File: src/rtl/ramwr_pkg.sv
package ramwr_pkg;

    typedef enum logic [2:0] {
        ST_ROW,
        ST_COL,
        ST_DATA,
        ST_ADDR,
        ST_STREAM,
        ST_ERR
    } seq_state_t;

    typedef enum logic [1:0] {
        BK_ROW,
        BK_COLA,
        BK_COLB
    } byte_kind_t;

    function automatic byte_kind_t classify(input logic [7:0] b);
        if (!b[7])
            return BK_ROW;
        else if (!b[6])
            return BK_COLA;
        else
            return BK_COLB;
    endfunction

endpackage

File: src/rtl/ramwr_deser.sv
module ramwr_deser #(
    parameter int SYNC_STAGES = 2,
    parameter int DW          = 8
) (
    input  logic          clk,
    input  logic          rst_n,
    input  logic          en_n,
    input  logic          sck,
    input  logic          sdi,
    output logic          active,
    output logic          byte_vld,
    output logic [DW-1:0] byte_q
);
    localparam int CNT_W = $clog2(DW);

    logic [SYNC_STAGES-1:0] en_sync;
    logic [SYNC_STAGES-1:0] sck_sync;
    logic [SYNC_STAGES-1:0] sdi_sync;
    logic                   en_s, sck_s, sdi_s, sck_prev, rise;
    logic [DW-1:0]          shreg;
    logic [CNT_W-1:0]       bit_cnt;

    always_ff @(posedge clk or negedge rst_n) begin
        if (!rst_n) begin
            en_sync  <= '1;
            sck_sync <= '0;
            sdi_sync <= '0;
        end else begin
            en_sync  <= {en_sync[SYNC_STAGES-2:0], en_n};
            sck_sync <= {sck_sync[SYNC_STAGES-2:0], sck};
            sdi_sync <= {sdi_sync[SYNC_STAGES-2:0], sdi};
        end
    end

    assign en_s   = en_sync[SYNC_STAGES-1];
    assign sck_s  = sck_sync[SYNC_STAGES-1];
    assign sdi_s  = sdi_sync[SYNC_STAGES-1];
    assign rise   = sck_s & ~sck_prev;
    assign active = ~en_s;

    always_ff @(posedge clk or negedge rst_n) begin
        if (!rst_n) begin
            sck_prev <= 1'b0;
            shreg    <= '0;
            bit_cnt  <= '0;
            byte_vld <= 1'b0;
            byte_q   <= '0;
        end else begin
            byte_vld <= 1'b0;
            sck_prev <= sck_s;
            if (en_s) begin
                bit_cnt <= '0;
            end else if (rise) begin
                shreg <= {shreg[DW-2:0], sdi_s};
                if (bit_cnt == CNT_W'(DW - 1)) begin
                    bit_cnt  <= '0;
                    byte_vld <= 1'b1;
                    byte_q   <= {shreg[DW-2:0], sdi_s};
                end else begin
                    bit_cnt <= bit_cnt + CNT_W'(1);
                end
            end
        end
    end


    vld_in_xfer_chk: assert property (@(posedge clk) disable iff (!rst_n)
        byte_vld |-> $past(active));


    vld_single_pulse_chk: assert property (@(posedge clk) disable iff (!rst_n)
        byte_vld |=> !byte_vld);

endmodule

File: src/rtl/ramwr_seq.sv
module ramwr_seq
    import ramwr_pkg::*;
#(
    parameter int ROWS = 11,
    parameter int COLS = 32,
    parameter int DW   = 8
) (
    input  logic                     clk,
    input  logic                     rst_n,
    input  logic                     active,
    input  logic                     byte_vld,
    input  logic [DW-1:0]            byte_in,
    output logic                     wr_en,
    output logic [$clog2(ROWS+1)-1:0] wr_row,
    output logic [$clog2(COLS)-1:0]   wr_col,
    output logic [DW-1:0]            wr_data,
    output logic                     seq_err
);
    localparam int ROW_W = $clog2(ROWS + 1);
    localparam int COL_W = $clog2(COLS);

    seq_state_t       st, nxt;
    byte_kind_t       kind;
    logic [ROW_W-1:0] row_ptr, row_fld;
    logic [COL_W-1:0] col_ptr, col_fld, col_step;
    logic             row_ok, col_last;

    assign kind     = classify(byte_in);
    assign row_fld  = byte_in[ROW_W-1:0];
    assign col_fld  = byte_in[COL_W-1:0];
    assign row_ok   = (kind == BK_ROW) && (row_fld < ROW_W'(ROWS));
    assign col_last = (col_ptr == COL_W'(COLS - 1));
    assign col_step = col_last ? '0 : col_ptr + COL_W'(1);
    assign seq_err  = (st == ST_ERR);

    always_comb begin
        nxt = st;
        if (!active) begin
            nxt = ST_ROW;
        end else if (byte_vld) begin
            unique case (st)
                ST_ROW:    nxt = row_ok ? ST_COL : ST_ERR;
                ST_COL:    nxt = (kind == BK_COLA) ? ST_DATA :
                                 (kind == BK_COLB) ? ST_STREAM : ST_ERR;
                ST_DATA:   nxt = ST_ADDR;
                ST_ADDR:   nxt = row_ok ? ST_COL :
                                 (kind == BK_COLA) ? ST_DATA : ST_ERR;
                ST_STREAM: nxt = ST_STREAM;
                default:   nxt = ST_ERR;
            endcase
        end
    end

    always_ff @(posedge clk or negedge rst_n) begin
        if (!rst_n)
            st <= ST_ROW;
        else
            st <= nxt;
    end

    always_ff @(posedge clk or negedge rst_n) begin
        if (!rst_n) begin
            wr_en   <= 1'b0;
            wr_row  <= '0;
            wr_col  <= '0;
            wr_data <= '0;
            row_ptr <= '0;
            col_ptr <= '0;
        end else begin
            wr_en <= 1'b0;
            if (active && byte_vld) begin
                unique case (st)
                    ST_ROW, ST_ADDR: begin
                        if (kind == BK_ROW)
                            row_ptr <= row_fld;
                        else if (kind == BK_COLA)
                            col_ptr <= col_fld;
                    end
                    ST_COL: begin
                        if (kind != BK_ROW)
                            col_ptr <= col_fld;
                    end
                    ST_DATA: begin
                        wr_en   <= 1'b1;
                        wr_row  <= row_ptr;
                        wr_col  <= col_ptr;
                        wr_data <= byte_in;
                        col_ptr <= col_step;
                    end
                    ST_STREAM: begin
                        if (row_ptr < ROW_W'(ROWS)) begin
                            wr_en   <= 1'b1;
                            wr_row  <= row_ptr;
                            wr_col  <= col_ptr;
                            wr_data <= byte_in;
                            col_ptr <= col_step;
                            if (col_last)
                                row_ptr <= row_ptr + ROW_W'(1);
                        end
                    end
                    default: ;
                endcase
            end
        end
    end


    no_write_in_fault_chk: assert property (@(posedge clk) disable iff (!rst_n)
        seq_err |-> !wr_en);


    fault_sticky_chk: assert property (@(posedge clk) disable iff (!rst_n)
        (seq_err && active) |=> seq_err);


    fault_clear_chk: assert property (@(posedge clk) disable iff (!rst_n)
        !active |=> !seq_err);


    row_in_range_chk: assert property (@(posedge clk) disable iff (!rst_n)
        wr_en |-> (wr_row < ROW_W'(ROWS)));


    write_after_byte_chk: assert property (@(posedge clk) disable iff (!rst_n)
        wr_en |-> $past(byte_vld));

endmodule

File: src/rtl/ramwr_serial_decoder.sv
module ramwr_serial_decoder #(
    parameter int ROWS        = 11,
    parameter int COLS        = 32,
    parameter int DW          = 8,
    parameter int SYNC_STAGES = 2
) (
    input  logic                      clk,
    input  logic                      rst_n,
    input  logic                      ser_en_n,
    input  logic                      ser_clk,
    input  logic                      ser_din,
    output logic                      wr_en,
    output logic [$clog2(ROWS+1)-1:0] wr_row,
    output logic [$clog2(COLS)-1:0]   wr_col,
    output logic [DW-1:0]             wr_data,
    output logic                      seq_err
);
    logic          active;
    logic          byte_vld;
    logic [DW-1:0] byte_q;

    ramwr_deser #(
        .SYNC_STAGES (SYNC_STAGES),
        .DW          (DW)
    ) i_deser (
        .clk      (clk),
        .rst_n    (rst_n),
        .en_n     (ser_en_n),
        .sck      (ser_clk),
        .sdi      (ser_din),
        .active   (active),
        .byte_vld (byte_vld),
        .byte_q   (byte_q)
    );

    ramwr_seq #(
        .ROWS (ROWS),
        .COLS (COLS),
        .DW   (DW)
    ) i_seq (
        .clk      (clk),
        .rst_n    (rst_n),
        .active   (active),
        .byte_vld (byte_vld),
        .byte_in  (byte_q),
        .wr_en    (wr_en),
        .wr_row   (wr_row),
        .wr_col   (wr_col),
        .wr_data  (wr_data),
        .seq_err  (seq_err)
    );

endmodule

File: config.mk
export PLATFORM = sky130hd
export DESIGN_NAME = ramwr_serial_decoder
export DESIGN_NICKNAME = d
export VERILOG_FILES = /design/src/rtl/ramwr_pkg.sv /design/src/rtl/ramwr_deser.sv /design/src/rtl/ramwr_seq.sv /design/src/rtl/ramwr_serial_decoder.sv
export SDC_FILE = /design/constraint.sdc
export NUM_CORES = 1
export LEC_CHECK = 0
export CAP_MARGIN = 20
export CORE_MARGIN = 5
export CORE_UTILIZATION = 29
export DETAILED_ROUTE_END_ITERATION = 12
export HOLD_SLACK_MARGIN = 0.12
export SLEW_MARGIN = 25
export SYNTH_ARGS = -nofsm -noshare
export SYNTH_HDL_FRONTEND = slang
export SYNTH_HIERARCHICAL = 1
export SYNTH_SLANG_ARGS = --single-unit
File: constraint.sdc
create_clock -name clk -period 2.4 [get_ports clk]
set_clock_uncertainty 0.1 [all_clocks]
set_input_delay 0.6 -clock clk [delete_from_list [all_inputs] [get_ports clk]]
set_output_delay 0.6 -clock clk [all_outputs]
set_load 0.05 [all_outputs]
Word level (Yosys, flattened, before mapping)
Index checks and enable logic that the tools add are counted.

word-level totals
  register bits after elaboration = 56
  logic and storage cells = 89

cells by class
  $add $sub $neg = 3
  $lt $le $gt $ge = 2
  equality and inequality tests = 15
  multiplexer cells = 35
  bitwise logic cells = 3
  reduce and logical (&&, ||, !) cells = 16

operators by type and width
  kind                   number
  $mux W5                6
  $mux W3                9
  $pmux W5 S4            1
  $mux W4                4
  $pmux W4 S2            2
  $pmux W8 S2            1
  $pmux W3 S5            1
  $ne A2 B1 Y1 const B   5
  $pmux W5 S2            1
  $reduce_bool A2 Y1     5
  $eq A3 B3 Y1 const B   3
  $lt A4 B4 Y1 const B   2
  $mux W8                1
  $eq A3 B2 Y1 const B   2
  $mux W1                6
  $reduce_and A3 Y1      2
  $reduce_and A6 Y1      1
  $add A5 B1 Y5 const B  1
  $eq A5 B5 Y1 const B   1
  $reduce_and A5 Y1      1
  $add A4 B1 Y4 const B  1
  $mux W2                2
  $reduce_bool A4 Y1     1
  $add A3 B1 Y3 const B  1
  other kinds (12)       14

Longest topological paths before layout
Gate-level depths: netlist of the first run.

  word-level depth = 8
  depth in mapped cells = 8

By module
The synthesis of the first run kept the hierarchy.

by module, submodules not included
  module       times used  cells an instance  area each (µm²)  sequential area each (µm²)
  ramwr_seq    1           136                1581.5           750.7
  ramwr_deser  1           58                 997.2            653.1

Worst setup path after synthesis of the first run
Ideal clock, no wire load.

  path type = reg-to-reg
  from = register i_seq.row_ptr[0]
  to = register i_seq.wr_col[0]
  setup time = 0.125 ns
  data arrival time = 1.879 ns
  data required time = 2.175 ns
  setup slack = 0.296 ns
  cell stages (with the launch flop) = 7
  buffers on the path = 1
  clock period less this slack = 2.104 ns
  path through = dfrtp_1 > ha_1 > o21ai_1 > a21oi_1 > nor3_4 > buf_6 > mux2_2

on the way
  cells in the longest elaborated chain, start to end = 3

RTL lines
  element                      line             RTL
  start: declaration           ramwr_seq.sv:24  logic [ROW_W-1:0] row_ptr, row_fld;
  start signal: assignment     ramwr_seq.sv:75  row_ptr <= row_fld;
  start signal: assignment     ramwr_seq.sv:98  row_ptr <= row_ptr + ROW_W'(1);
  $lt A4 B4 Y1                 ramwr_seq.sv:91  if (row_ptr < ROW_W'(ROWS)) begin
  $ne A2 B1 Y1 (no line)       --
  $reduce_and A3 Y1 (no line)  --
  end signal: assignment       ramwr_seq.sv:86  wr_col <= col_ptr;
  end signal: assignment       ramwr_seq.sv:94  wr_col <= col_ptr;
  end: declaration             ramwr_seq.sv:15  output logic [$clog2(COLS)-1:0] wr_col,

No other way between the ends.
A chain may end at the register's enable or synchronous reset.

Worst setup path in the final report of the first run
  from = register i_seq.wr_data[7]
  to = output port wr_data[7]

RTL lines
  element                   line                        RTL
  start: declaration        ramwr_seq.sv:16             output logic [DW-1:0] wr_data,
  start signal: assignment  ramwr_seq.sv:87             wr_data <= byte_in;
  start signal: assignment  ramwr_seq.sv:95             wr_data <= byte_in;
  end: declaration          ramwr_serial_decoder.sv:15  output logic [DW-1:0] wr_data,

No word-level cell between the ends.

==> out/summary.txt, run 1 <==
Worst-skew pair later-pin latency = 0.31 ns
Fin crit share = 0.9233
Reg2Reg Launch Point = i_deser/byte_q[7]
Clk root buf = clkbuf_8
Final Hold Vio Count = 0
Most frequent cells in the layout = dfrtp_1, mux2_2, clkdlybuf4s50_1
Leak = 1.388 nW
Remaining antenna violation count = 0
Register area share after synthesis = 0.5444
Leading cell type in the layout, fill and taps excluded = dfrtp_1
Share of the synthesized area in the top cell type = 0.5240
Top delay family on crit path = buffers and inverters
Fin nets = 234
Post-synth ARST share = 1.000
Cts repair resizes = 0
Peak supply drop = 388.4 uV
# IOs = 24
First-pass GRT wire length = 7728 um
Clock sink count = 56
Pwr dens = 572.8 mW/mm2
RSZ-0062 raised after global routing = no
IO Port Bufs = 23
Number of CTS-inserted buffers = 5
Largest net degree at the start of global routing = 57
Area grow syn2layout = 18.39%
Starting Density = 0.2971
Number of post-CTS setup repair buffers = 0
CP Capture Type = primary output
Max cap viols = 0
Synth Cell Area = 0.002579 mm2
CTS Buffer Depth = 2
Routability cong. = 0.8009
DRC = 0
Via count = 1561
Worst-margin pin slew = 0.6408 ns
N_diodes = 0
Critical path startpoint category = flop
Post-synthesis average cell area = 13.29 um2
Initial antenna violation count = 0
Die height = 104.3 um
Net Count, Synth = 206
Row count = 34
Worst-path clk slew = 0.10 ns
Die width = 104.3 um
Netlist cell types = 44
CTS tree = built
Grt total ovfl = 0
Yosys warning count = 6
Vias in the first global route = 1554
Slew headroom = 0.5695
CP max stage cell = clkdlybuf4s50_1
CTS Hold Buffers Added = 0
Die area = 0.01088 mm2
Count of final max-slew check failures = 0
Post-Route WL = 4542 um
Layout cells sized above 1 = 0.2735
Worst hold path type = in -> async
WL/cell = 13.72 um
Setup violators final = 0
CP Max Fanout = 2
Buf+Inv Stages, Crit Path = 1
R2r setup slk = 0.21 ns
Top cells by area, synth = dfrtp_1, mux2_2, mux2_4
Register bit total from synthesis = 56
Synth Flop Type = dfrtp_1
Final Util = 0.3518
Via/cell ratio = 4.716
H-tree levels = 2
Crit path DAT = 1.52 ns
1st-pass router iterations = 4
Critical R2R Capture = i_seq/row_ptr[1]
Max stage delay on crit path = 0.82 ns
Post-synth top area cell = dfrtp_1
Critical-path cell list = clkdlybuf4s50_1
Post-synth EDFFs = 0
Status = finished, final reports clean
Final Critical Period = 2.216 ns
Worst Path Required = 1.70 ns
R2R cell count = 7
Cells after Synth = 194
Placeable core area = 0.008678 mm2
Setup TNS = 0 ns
GRT Util Overall = 0.08627
Iter 0 DRT Violations = 71
Critical setup path kind = reg -> out
Fmax achieved = 0.4513 GHz
Detailed placement HPWL = 3163 um
logic make-up after synthesis:
kind of cell,count (synthesis),share of synthesized area
xor gates and xnor gates,1,0.003397
muxes,42,0.1980
AOI/OAI and AO/OA,31,0.08977
adders and majority gates,7,0.03396
DFF,56,0.5444
buffers and inverters,16,0.03687
and+or+nand+nor,41,0.09365
cell type report:
cell class | instances | area (um2)
sequential | 56 | 1404
multi-input combinational | 122 | 1080
clock inverter | 2 | 38.79
inverter | 8 | 30.03
clock buffer | 6 | 72.57
timing repair buffer | 29 | 292.8
tap | 108 | 135.1
fill | 885 | 5625
per-layer routing:
metal,wire [um],global-route usage
met1,2259,0.1222
met2,2014,0.1258
met3,225,0.02980
met4,42,0.02128
met5,0,0
cell usage after synthesis (all sizes together) (3+ instances only):
cell / number
nand3: 3
a21oi: 3
mux2: 39
buf: 8
nand2: 7
o21ai: 7
a32oi: 3
ha: 7
dfrtp: 54
nor3: 6
a2bb2oi: 3
nor2b: 5
nor2: 10
inv: 8
mux2i: 3
flip-flops by register name (all words and copies together) (netlist names), 4 cells and up:
register and flops:
i_deser/byte_q 8, i_seq/wr_data 8, i_deser/shreg 7, i_seq/col_ptr 5, i_seq/wr_col 5, i_seq/row_ptr 4, i_seq/wr_row 4
worst max path at each step:
stage,from,end,slack [ns],cells past startpoint
after global placement,i_deser/byte_q[7],i_seq/row_ptr[1],0.30,7
after CTS,i_seq/wr_data[6],wr_data[6],0.16,1
after global routing,i_deser/byte_q[7],i_seq/row_ptr[1],0.06,7
after detailed placement,i_deser/byte_q[7],i_seq/row_ptr[1],0.23,7
after floorplan,i_seq/row_ptr[0],i_seq/wr_col[0],0.30,6
final,i_seq/wr_data[7],wr_data[7],0.18,1
stage by stage:
| step | setup slack, ns | hold WS (ns) | cells | power, mW | instance area [um2] |
|---|---|---|---|---|---|
| floorplan | 0.2962 | 0.2044 | 194 | 1.101 | 2579 |
| detailed placement | 0.2259 | 0.2381 | 323 | 1.148 | 2942 |
| finish | 0.1841 | 0.1647 | 331 | 1.749 | 3053 |
| CTS | 0.1627 | 0.1791 | 331 | 1.773 | 3053 |
| global route | 0.06036 | 0.1826 | 331 | 1.841 | 3053 |
| global placement | 0.3046 | 0.2347 | 323 | 1.143 | 2942 |
where the power goes:
group	total, mW	switching [mW]	internal, mW
logic	0.0864	0.0352	0.0512
clock network	0.623	0.308	0.316
registers	1.04	0.0393	1.00
Power figures use the tool's default switching activity.
==> run 2, diff against run 1 <==
--- a/config.mk
+++ b/config.mk
@@ -8,6 +8,7 @@
 export CAP_MARGIN = 20
 export CORE_MARGIN = 5
 export CORE_UTILIZATION = 29
+export CTS_CLUSTER_SIZE = 20
 export DETAILED_ROUTE_END_ITERATION = 12
 export HOLD_SLACK_MARGIN = 0.12
 export SLEW_MARGIN = 25
==> results of run 2 <==
Same layout as run 1: the final DEF is identical, and so are final timing and power.
